**src/rtl/irq_agg_pkg.sv**
```systemverilog
package irq_agg_pkg;

  // Register offsets; software depends on these positions.
  localparam int PendOfs   = 0;
  localparam int EnableOfs = 1;

  // Strobes from bus decode to the datapath.
  typedef struct packed {
    logic wrPend;
    logic wrEnable;
    logic rdPend;
    logic rdEnable;
  } agg_strobe_t;

endpackage

```
**src/rtl/irq_agg_sync.sv**
```systemverilog
module irq_agg_sync #(
  parameter int WIDTH  = 3,
  parameter int STAGES = 2
) (
  input  logic             clk,
  input  logic             rstN,
  input  logic [WIDTH-1:0] dIn,
  output logic [WIDTH-1:0] dOut
);

  generate
    if (STAGES == 0) begin : g_bypass
      assign dOut = dIn;
    end else begin : g_chain
      logic [STAGES-1:0][WIDTH-1:0] chain;
      always_ff @(posedge clk or negedge rstN) begin
        if (!rstN) chain <= '0;
        else       chain <= {chain[STAGES-2:0], dIn};
      end
      assign dOut = chain[STAGES-1];
    end
  endgenerate

endmodule

```
**src/rtl/irq_agg_ctrl.sv**
```systemverilog
module irq_agg_ctrl
  import irq_agg_pkg::*;
#(
  parameter int ADDR_W = 1
) (
  input  logic [ADDR_W-1:0] busAddr,
  input  logic              busWrEn,
  input  logic              busRdEn,
  output agg_strobe_t       strobe
);

  localparam logic [ADDR_W-1:0] PendAddr   = ADDR_W'(PendOfs);
  localparam logic [ADDR_W-1:0] EnableAddr = ADDR_W'(EnableOfs);

  logic hitPend;
  logic hitEnable;

  always_comb begin
    hitPend         = (busAddr == PendAddr);
    hitEnable       = (busAddr == EnableAddr);
    strobe.wrPend   = busWrEn && hitPend;
    strobe.wrEnable = busWrEn && hitEnable;
    strobe.rdPend   = busRdEn && hitPend;
    strobe.rdEnable = busRdEn && hitEnable;
  end

endmodule

```
**src/rtl/irq_agg_datapath.sv**
```systemverilog
module irq_agg_datapath
  import irq_agg_pkg::*;
#(
  parameter int NUM_SRC     = 3,
  parameter int SYNC_STAGES = 2
) (
  input  logic               clk,
  input  logic               rstN,
  input  logic [NUM_SRC-1:0] reqIn,
  input  agg_strobe_t        strobe,
  input  logic [NUM_SRC-1:0] wrData,
  output logic [NUM_SRC-1:0] rdData,
  output logic               irqOutN
);

  logic [NUM_SRC-1:0] reqSync;
  logic [NUM_SRC-1:0] pendReg;
  logic [NUM_SRC-1:0] enableReg;
  logic [NUM_SRC-1:0] clrMask;
  logic [NUM_SRC-1:0] activeVec;

  irq_agg_sync #(.WIDTH(NUM_SRC), .STAGES(SYNC_STAGES)) u_sync (
    .clk  (clk),
    .rstN (rstN),
    .dIn  (reqIn),
    .dOut (reqSync)
  );

  // Bits written as zero are cleared; a clear beats a same-edge set.
  assign clrMask = strobe.wrPend ? ~wrData : '0;

  always_ff @(posedge clk or negedge rstN) begin
    if (!rstN) pendReg <= '0;
    else       pendReg <= (pendReg | reqSync) & ~clrMask;
  end

  always_ff @(posedge clk or negedge rstN) begin
    if (!rstN)                enableReg <= '0;
    else if (strobe.wrEnable) enableReg <= wrData;
  end

  // Lookahead on the synchronized request holds the line through a clear.
  assign activeVec = (pendReg | reqSync) & enableReg;
  assign irqOutN   = ~(|activeVec);

  always_comb begin
    rdData = '0;
    if (strobe.rdPend)   rdData = pendReg;
    if (strobe.rdEnable) rdData = enableReg;
  end

  // ---------------- assertions ----------------
  a_r1_reset_clean: assert property (@(posedge clk) disable iff (!rstN)
    $rose(rstN) |-> (pendReg == '0 && enableReg == '0));

  a_r2_enabled_pending_low: assert property (@(posedge clk) disable iff (!rstN)
    (|(pendReg & enableReg)) |-> !irqOutN);

  a_r2_idle_high: assert property (@(posedge clk) disable iff (!rstN)
    (pendReg == '0 && reqSync == '0) |-> irqOutN);

  a_r3_enable_load: assert property (@(posedge clk) disable iff (!rstN)
    strobe.wrEnable |=> (enableReg == $past(wrData)));

  a_r10_enable_kept: assert property (@(posedge clk) disable iff (!rstN)
    !strobe.wrEnable |=> $stable(enableReg));

  generate
    for (genvar i = 0; i < NUM_SRC; i++) begin : g_bitchk
      a_r4_capture: assert property (@(posedge clk) disable iff (!rstN)
        (reqSync[i] && !clrMask[i]) |=> pendReg[i]);
      a_r5_sticky: assert property (@(posedge clk) disable iff (!rstN)
        (pendReg[i] && !clrMask[i]) |=> pendReg[i]);
      a_r6_clear: assert property (@(posedge clk) disable iff (!rstN)
        clrMask[i] |=> !pendReg[i]);
    end
  endgenerate

endmodule

```
**src/rtl/irq_aggregator.sv**
```systemverilog
module irq_aggregator
  import irq_agg_pkg::*;
#(
  parameter int NUM_SRC     = 3,
  parameter int SYNC_STAGES = 2,
  parameter int ADDR_W      = 1
) (
  input  logic               clk,
  input  logic               rstN,
  input  logic [NUM_SRC-1:0] reqIn,
  input  logic [ADDR_W-1:0]  busAddr,
  input  logic               busWrEn,
  input  logic               busRdEn,
  input  logic [NUM_SRC-1:0] busWrData,
  output logic [NUM_SRC-1:0] busRdData,
  output logic               irqOutN
);

  agg_strobe_t strobe;

  irq_agg_ctrl #(.ADDR_W(ADDR_W)) u_ctrl (
    .busAddr (busAddr),
    .busWrEn (busWrEn),
    .busRdEn (busRdEn),
    .strobe  (strobe)
  );

  irq_agg_datapath #(.NUM_SRC(NUM_SRC), .SYNC_STAGES(SYNC_STAGES)) u_dp (
    .clk     (clk),
    .rstN    (rstN),
    .reqIn   (reqIn),
    .strobe  (strobe),
    .wrData  (busWrData),
    .rdData  (busRdData),
    .irqOutN (irqOutN)
  );

  a_r9_idle_read_zero: assert property (@(posedge clk) disable iff (!rstN)
    !busRdEn |-> (busRdData == '0));

endmodule

```
**config.mk**
```make
export PLATFORM = sky130hd
export DESIGN_NAME = irq_aggregator
export DESIGN_NICKNAME = d
export VERILOG_FILES = /design/src/rtl/irq_agg_pkg.sv /design/src/rtl/irq_agg_sync.sv /design/src/rtl/irq_agg_ctrl.sv /design/src/rtl/irq_agg_datapath.sv /design/src/rtl/irq_aggregator.sv
export SDC_FILE = /design/constraint.sdc
export NUM_CORES = 1
export LEC_CHECK = 0
export BUFFER_PORTS_ARGS = -buffer_cell sky130_fd_sc_hd__buf_2
export CORE_AREA = 2 2 39 41
export CTS_CLUSTER_SIZE = 14
export DETAILED_ROUTE_END_ITERATION = 10
export DIE_AREA = 0 0 41 43
export PLACE_DENSITY_LB_ADDON = 0.2
export SLEW_MARGIN = 30
export SYNTH_ARGS = -nofsm -noshare
export SYNTH_HDL_FRONTEND = slang
export SYNTH_HIERARCHICAL = 1
export SYNTH_SLANG_ARGS = --single-unit
```
**constraint.sdc**
```tcl
create_clock -name clk -period 0.9 [get_ports clk]
set_input_delay 0.135 -clock clk [delete_from_list [all_inputs] [get_ports clk]]
set_output_delay 0.135 -clock clk [all_outputs]
set_load 0.03 [all_outputs]
```
==> run_results.csv, run 1 <==
group,metric,value,unit
worst_setup_path,worst_setup_path_start_kind,"flop",
global_route,gr-usage-all-layers,10.89,%
worst_setup_path,cp_slowest_cell,"dfrtp_1",
floorplan,core-area,1384,um2
final_layout,syn_to_final_growth,39.01,%
worst_hold_path,min_path_cells,2,
floorplan,die-height,43,um
sta,drv_slew,0,
drt,firstDrtPassIters,2,
job,max-cap-violations,0,
clock_network,cts_tree,"done",
status,run_status,"finished, violations left",
global_route,maximum_number_of_pins_on_one_net_before_global_route_repair,13,
worst_setup_path,cp_num_cells,3,
logic_synthesis,synthDistinctLibCells,12,
worst_setup_path,timing_worst_setup_path_type,"flop to output port",
logic_synthesis,synthCells,44,
power,power_per_cell_area,1722,nW/um2
final_layout,fillCellCount,132,
final_layout,antenna_cells,0,
final_layout,drive_gt1_share,35.94,%
sta,unrepaired_setup_endpoints_after_global_routing,"true",
drt,detail_route.wirelength.met1,331,um
logic_synthesis,synth.yosys.seq_area_share,62.83,%
sta,finalHoldViolCount,0,
sta,worst_pin_slew,0.2587,ns
placement,numPortBuffers,14,
clock_network,cts_num_sinks,12,
worst_setup_path,critPathTopFamily,"flip-flops",
clock_network,cts_max_level,1,
logic_synthesis,syn_area_per_cell,10.86,um2
status,violated_checks,"negative setup slack",
drt,dr.max_layer_used,"met4",
sta,timing.final.crit_share,136.4,%
sta,timing.final.ws_setup,-0.3275,ns
placement,place.detailed.hpwl,569.8,um
drt,route.met3.wl,37,um
clock_network,cts-root-to-sink-buffers,2,
drt,ant_nets,0,
worst_setup_path,required,0.76,ns
floorplan,design.portCount,15,
worst_hold_path,min_path_type,"input pin to flop",
worst_setup_path,path_buf_inv,1,
global_route,initial_antenna_violation_count,0,
sta,final.setup_skew,0.003445,ns
final_layout,final_cell_count_no_fill,80,
sta,slew_headroom,82.75,%
power,power.leakage,0.3113,nW
floorplan,die-width,41,um
worst_setup_path,arrival,1.09,ns
sta,max_freq,814.7,MHz
placement,gp_congestion,0.6332,
global_route,remaining_global_route_overflow,0,
placement,dpl.cell_count,73,
logic_synthesis,ys.warnings.count,6,
sta,worst_hold_slack,0.1038,ns
clock_network,source_to_sink_clock_delay_at_the_later_pin_of_the_worst_skew_pair,0.26,ns
floorplan,starting_density,34.54,%
clock_network,numCtsBuffers,3,
worst_setup_path,setup.worst_path.end_class,"output port",
logic_synthesis,synthesis.nets,55,
drt,drt_wl_total,719,um
logic_synthesis,synth_seq_cells,12,
logic_synthesis,syn-cell-area,478.0,um2
global_route,number_of_global_route_vias_before_repair,321,
worst_setup_path,worstPathMaxFanout,2,
drt,met2_length,340,um
worst_setup_path,crit_chain,"o21ai_1, and3_4, buf_6",
final_layout,fin_nets,77,
clock_network,cts-root-buf,"clkbuf_4",
floorplan,std_cell_rows,14,
drt,num_vias,355,
power,irDropWorstVdd,0.9289,mV
floorplan,die_area,1763,um2
sta,finalSetupViolations,4,
sta,period_needed,1.227,ns
drt,via_per_inst,4.438,
global_route,grt_pass1_wl,1.207,mm
worst_setup_path,biggest_cell_delay_along_the_critical_path,0.38,ns
drt,detail_route.iter0.violations,1,
clock_network,clk_pin_slew,0.07,ns
drt,drc_errors,0,
drt,wl_per_cell,8.988,um
worst_setup_path,ff2ff_path_depth,1,
## final cells by class
class / instances / area (um2) / share of cell area (%)
Multi-Input combinational cell: 26 / 160.2 / 24.11
Sequential cell: 12 / 300.3 / 45.20
Timing Repair Buffer: 20 / 150.1 / 22.60
Clock buffer: 3 / 22.52 / 3.390
Tap cell: 16 / 20.02 / 3.013
Inverter: 3 / 11.26 / 1.695
## cells in the mapped netlist
master / number / area share (%)
a21oi_1: 3 / 3.1
and3_1: 1 / 1.3
nor2b_1: 2 / 2.6
dfrtp_1: 12 / 63
nor2_1: 3 / 2.4
buf_4: 3 / 4.7
o21ai_1: 3 / 3.1
o21ai_0: 3 / 3.1
mux2_1: 3 / 7.1
and2_1: 2 / 2.6
inv_1: 3 / 2.4
nand2_1: 6 / 4.7
## state kept, by name, summed over array words and instances, names as in the netlist
name                       flops
u_dp/enableReg                 3
u_dp/u_sync/dOut               3
u_dp/u_sync/g_chain.chain      3
u_dp/pendReg                   3
## cell families (layout without fill, tap and decap cells)
logic type             after synthesis  count (layout)  synth area share [%]
flip-flops                          12              12                 62.83
multiplexers                         3               3                 7.068
AO/OA/AOI/OAI                        9               9                 9.421
buffers and inverters                6              26                 7.068
AND/OR/NAND/NOR                     14              14                 13.61
## what timing repair did
action,CTS,global route
endpoints found under the setup margin,4,4
hold endpoints to repair,15,0
hold buffers,4,0
gates resized for setup,8,0
pin swaps,1,3
gates cloned,0,0
setup buffers,0,0
## power breakdown
group / switching (mW) / leakage, nW / internal (mW)
Sequential: 0.0240 / 0.135 / 0.583
Combinational: 0.113 / 0.162 / 0.118
Clock: 0.152 / 0.0138 / 0.154
## through the flow
stage                     setup WS, ns  instance area (um2)  power [mW]  setup TNS, ns  utilization, %
final                          -0.3275                664.4       1.144         -1.070           48.01
after global routing           -0.3752                664.4       1.207         -1.325           48.01
after CTS                      -0.3544                664.4       1.159         -1.141           48.01
after detailed placement       -0.1129                576.8      0.8120        -0.5500           41.68
after global placement         -0.1022                576.8      0.8108        -0.4941           41.68
after floorplan               -0.04256                494.2      0.7434       -0.04256               -
## layout by cell type, fill, tap and decap left out
| cell | synthesis | final |
|---|---|---|
| mux2_1 | 3 | 3 |
| a21oi_1 | 3 | 3 |
| buf_6 | 0 | 4 |
| buf_2 | 0 | 10 |
| inv_1 | 3 | 3 |
| dfrtp_1 | 12 | 12 |
| buf_4 | 3 | 2 |
| o21ai_1 | 3 | 3 |
| clkbuf_4 | 0 | 3 |
| nor2_1 | 3 | 3 |
| dlygate4sd3_1 | 0 | 4 |
| o21ai_2 | 0 | 3 |
| nor2b_1 | 2 | 2 |
| and3_4 | 0 | 1 |
| and2_1 | 2 | 2 |
| nand2_1 | 6 | 6 |
## layer usage
| metal | up-vias | GRT usage (%) |
|---|---|---|
| met1 | 160 | 12.50 |
| met2 | 10 | 15.31 |
| li1 | 183 | - |
| met3 | 2 | 3.141 |
| met5 | - | 0 |
| met4 | 0 | 10.00 |
## final timing paths
kind / startpoint / to / slack, ns
worst max-delay path: u_dp/pendReg[2] / irqOutN / -0.33
worst min-delay path: busWrData[2] / u_dp/enableReg[2] / 0.10
worst max register to register: u_dp/enableReg[0] / u_dp/enableReg[0] / 0.11
worst min register to register: u_dp/u_sync/g_chain.chain[1] / u_dp/u_sync/dOut[1] / 0.35
max in group asynchronous: rstN / u_dp/enableReg[1] / 0.43
min in group asynchronous: rstN / u_dp/enableReg[0] / 0.27
(Power assumes the default switching activity.)
==> run 2, diff against run 1 <==
--- a/config.mk
+++ b/config.mk
@@ -5,11 +5,12 @@
 export SDC_FILE = /design/constraint.sdc
 export NUM_CORES = 1
 export LEC_CHECK = 0
-export BUFFER_PORTS_ARGS = -buffer_cell sky130_fd_sc_hd__buf_2
+export ABC_AREA = 1
 export CORE_AREA = 2 2 39 41
 export CTS_CLUSTER_SIZE = 14
 export DETAILED_ROUTE_END_ITERATION = 10
 export DIE_AREA = 0 0 41 43
+export DONT_BUFFER_PORTS = 1
 export PLACE_DENSITY_LB_ADDON = 0.2
 export SLEW_MARGIN = 30
 export SYNTH_ARGS = -nofsm -noshare
==> run_results.csv, run 2 <==
group,metric,value,unit
status,run_status,"finished, violations left",
status,violated_checks,"negative setup slack",
global_route,maximum_number_of_pins_on_one_net_before_global_route_repair,13,
sta,worst_pin_slew,0.5103,ns
floorplan,die_area,1763,um2
logic_synthesis,most_frequently_used_cell_type_in_the_post_synthesis_netlist,"inv_1",
worst_setup_path,arrival,1.08,ns
power,internal_power,0.9202,mW
logic_synthesis,synthesis.nets,65,
final_layout,antenna_cells,0,
final_layout,final_core_utilization,48.37,%
worst_setup_path,timing_worst_setup_path_type,"flop to output port",
logic_synthesis,synth_top_cell_area_share,60.76,%
clock_network,numCtsBuffers,3,
sta,finalHoldViolCount,0,
worst_setup_path,biggest_cell_delay_along_the_critical_path,0.39,ns
floorplan,die-height,43,um
power,share_comb_of_total_power,18.2,%
power,sw_frac_of_total,26.21,%
logic_synthesis,yosys.area.top_type,"dfrtp_1",
worst_setup_path,reg2reg_to,"u_dp/pendReg[1]",
logic_synthesis,synthCells,54,
clock_network,cts_tree,"done",
logic_synthesis,post_synth_top_cells,"13 x inv_1, 12 x dfrtp_1, 6 x nand2_1, 6 x o21ai_0, 5 x nor2_1",
worst_setup_path,setup.worst_path.end_class,"output port",
worst_setup_path,worst_setup_path_start_kind,"flop",
floorplan,core-area,1384,um2
sta,slew_headroom,65.87,%
power,power_per_cell_area,1863,nW/um2
final_layout,drive_gt1_share,26.87,%
global_route,number_of_global_route_vias_before_repair,333,
drt,drt_wl_total,833,um
sta,final.setup_skew,0.00008449,ns
placement,numPortBuffers,0,
drt,firstDrtPassIters,3,
sta,totalNegativeSetupSlack,-1.008,ns
power,power.leakage,0.3323,nW
power,power,1.247,mW
clock_network,source_to_sink_clock_delay_at_the_later_pin_of_the_worst_skew_pair,0.27,ns
drt,wl_per_cell,10.04,um
final_layout,syn_to_final_growth,35.44,%
worst_setup_path,crit_chain,"o21ai_2, nand2_2, nor2_4",
sta,timing.final.ws_setup,-0.3153,ns
global_route,grt_pass1_wl,1.331,mm
logic_synthesis,ys.warnings.count,6,
logic_synthesis,synth_seq_cells,12,
worst_setup_path,destination_of_the_critical_timing_path,"irqOutN",
logic_synthesis,count_of_flip_flops_with_a_built_in_enable_after_synthesis,0,
drt,ant_nets,0,
clock_network,cts-root-to-sink-buffers,2,
drt,detail_route.iter0.violations,2,
clock_network,clk_pin_slew,0.07,ns
floorplan,die-width,41,um
logic_synthesis,postSynth.asyncResetShare,100.0,%
clock_network,cts-root-buf,"clkbuf_4",
worst_setup_path,ff2ff_path_depth,3,
power,irDropWorstVdd,0.8168,mV
drt,drc_errors,0,
drt,detail_route.wirelength.met1,356,um
clock_network,cts_num_sinks,12,
logic_synthesis,synthFlopType,"dfrtp_1",
drt,route.met3.wl,66,um
sta,finalSetupViolations,4,
worst_setup_path,critical_path.startpoint,"u_dp/u_sync/dOut[2]",
sta,max_freq,822.8,MHz
power,power.share.sequential,48.4,%
power,clkPwrFrac,33.4,%
worst_setup_path,cp_num_cells,3,
worst_setup_path,cp_slowest_cell,"dfrtp_1",
drt,met2_length,376,um
sta,unrepaired_setup_endpoints_after_global_routing,"true",
sta,timing.final.crit_share,135.0,%
logic_synthesis,syn-cell-area,494.2,um2
floorplan,std_cell_rows,14,
power,switching_power,0.3269,mW
logic_synthesis,synthDistinctLibCells,11,
final_layout,mostFrequentLayoutCells,"12 x dfrtp_1, 11 x inv_1, 7 x dlygate4sd3_1, 5 x nand2_1",
drt,via_per_inst,4.410,
floorplan,design.portCount,15,
final_layout,final_cell_count_no_fill,83,
sta,worst_hold_slack,0.01073,ns
logic_synthesis,synth.area.top_cells,"dfrtp_1 61%, inv_1 9.9%, o21ai_0 6.1%",
sta,drv_slew,0,
logic_synthesis,syn_area_per_cell,9.152,um2
sta,period_needed,1.215,ns
placement,dpl.cell_count,70,
logic_synthesis,synth.yosys.seq_area_share,60.76,%
worst_setup_path,required,0.76,ns
worst_setup_path,path_buf_inv,0,
drt,num_vias,366,
worst_hold_path,min_path_type,"input pin to flop",
worst_setup_path,crit-reg2reg-launch,"u_dp/pendReg[1]",
job,max-cap-violations,0,
final_layout,layout.cells.most_common,"dfrtp_1",
global_route,gr-usage-all-layers,12.38,%
placement,place.detailed.hpwl,658.5,um
placement,gp_congestion,0.7039,
worst_setup_path,critPathTopFamily,"flip-flops",
final_layout,fin_nets,79,
floorplan,starting_density,35.71,%
drt,dr.max_layer_used,"met4",
global_route,initial_antenna_violation_count,0,
worst_setup_path,rrSetupSlack,0.11,ns
worst_setup_path,worstPathMaxFanout,2,
global_route,remaining_global_route_overflow,0,
clock_network,cts_max_level,1,
-- run 2: worst min path at each step --
stage                         to         start  cells after the start  slack (ns)
3_3_place_gp   u_dp/enableReg[0]          rstN                      0       -0.16
4_1_cts          u_dp/pendReg[0]  busWrData[0]                      2       0.003
5_1_grt          u_dp/pendReg[0]  busWrData[0]                      2        0.02
2_1_floorplan  u_dp/enableReg[0]          rstN                      0       -0.16
6_report         u_dp/pendReg[0]  busWrData[0]                      2        0.01
3_5_place_dp   u_dp/enableReg[0]          rstN                      0       -0.16
-- run 2: cells by family (layout without fill, tap and decap cells) --
logic type / after synthesis / in the layout / synth area share [%]
AOI/OAI and AO/OA: 12 / 12 / 13.42
buffers and inverters: 16 / 29 / 14.43
DFF: 12 / 12 / 60.76
and+or+nand+nor: 14 / 14 / 11.39
-- run 2: repair_timing --
item                       CTS  global route
hold endpoints to repair    20             0
pin swaps                    3             3
resized for setup            4             3
setup endpoints to repair    4             4
hold buffers                 7             0
setup buffers                1             1
-- run 2: layout make-up --
type	count	area, um2
multi-input cells	26	148.9
fillers	131	714.4
repair buffers	12	115.1
well taps	16	20.02
clock buffers	4	36.28
flip-flops and latches	12	300.3
inverters	13	48.80
-- run 2: stage by stage --
step | area, um2 | setup WS, ns
final | 669.4 | -0.3153
after global routing | 669.4 | -0.3664
after CTS | 655.6 | -0.3668
after detailed placement | 529.3 | -0.06962
after global placement | 529.3 | -0.06259
after floorplan | 513.0 | -0.07308
-- run 2: power by group through the flow --
stage | registers (mW) | logic (mW) | clock network [mW]
2_1_floorplan | 0.606 | 0.143 | 0
3_3_place_gp | 0.611 | 0.166 | 0
3_5_place_dp | 0.612 | 0.167 | 0
4_1_cts | 0.601 | 0.220 | 0.432
5_1_grt | 0.609 | 0.249 | 0.468
6_report | 0.604 | 0.227 | 0.416
-- run 2: layer usage --
metal / up-vias / track usage [%]
li1: 189 / -
met1: 159 / 14.73
met2: 14 / 15.94
met3: 4 / 4.712
met4: 0 / 12.00
met5: - / 0
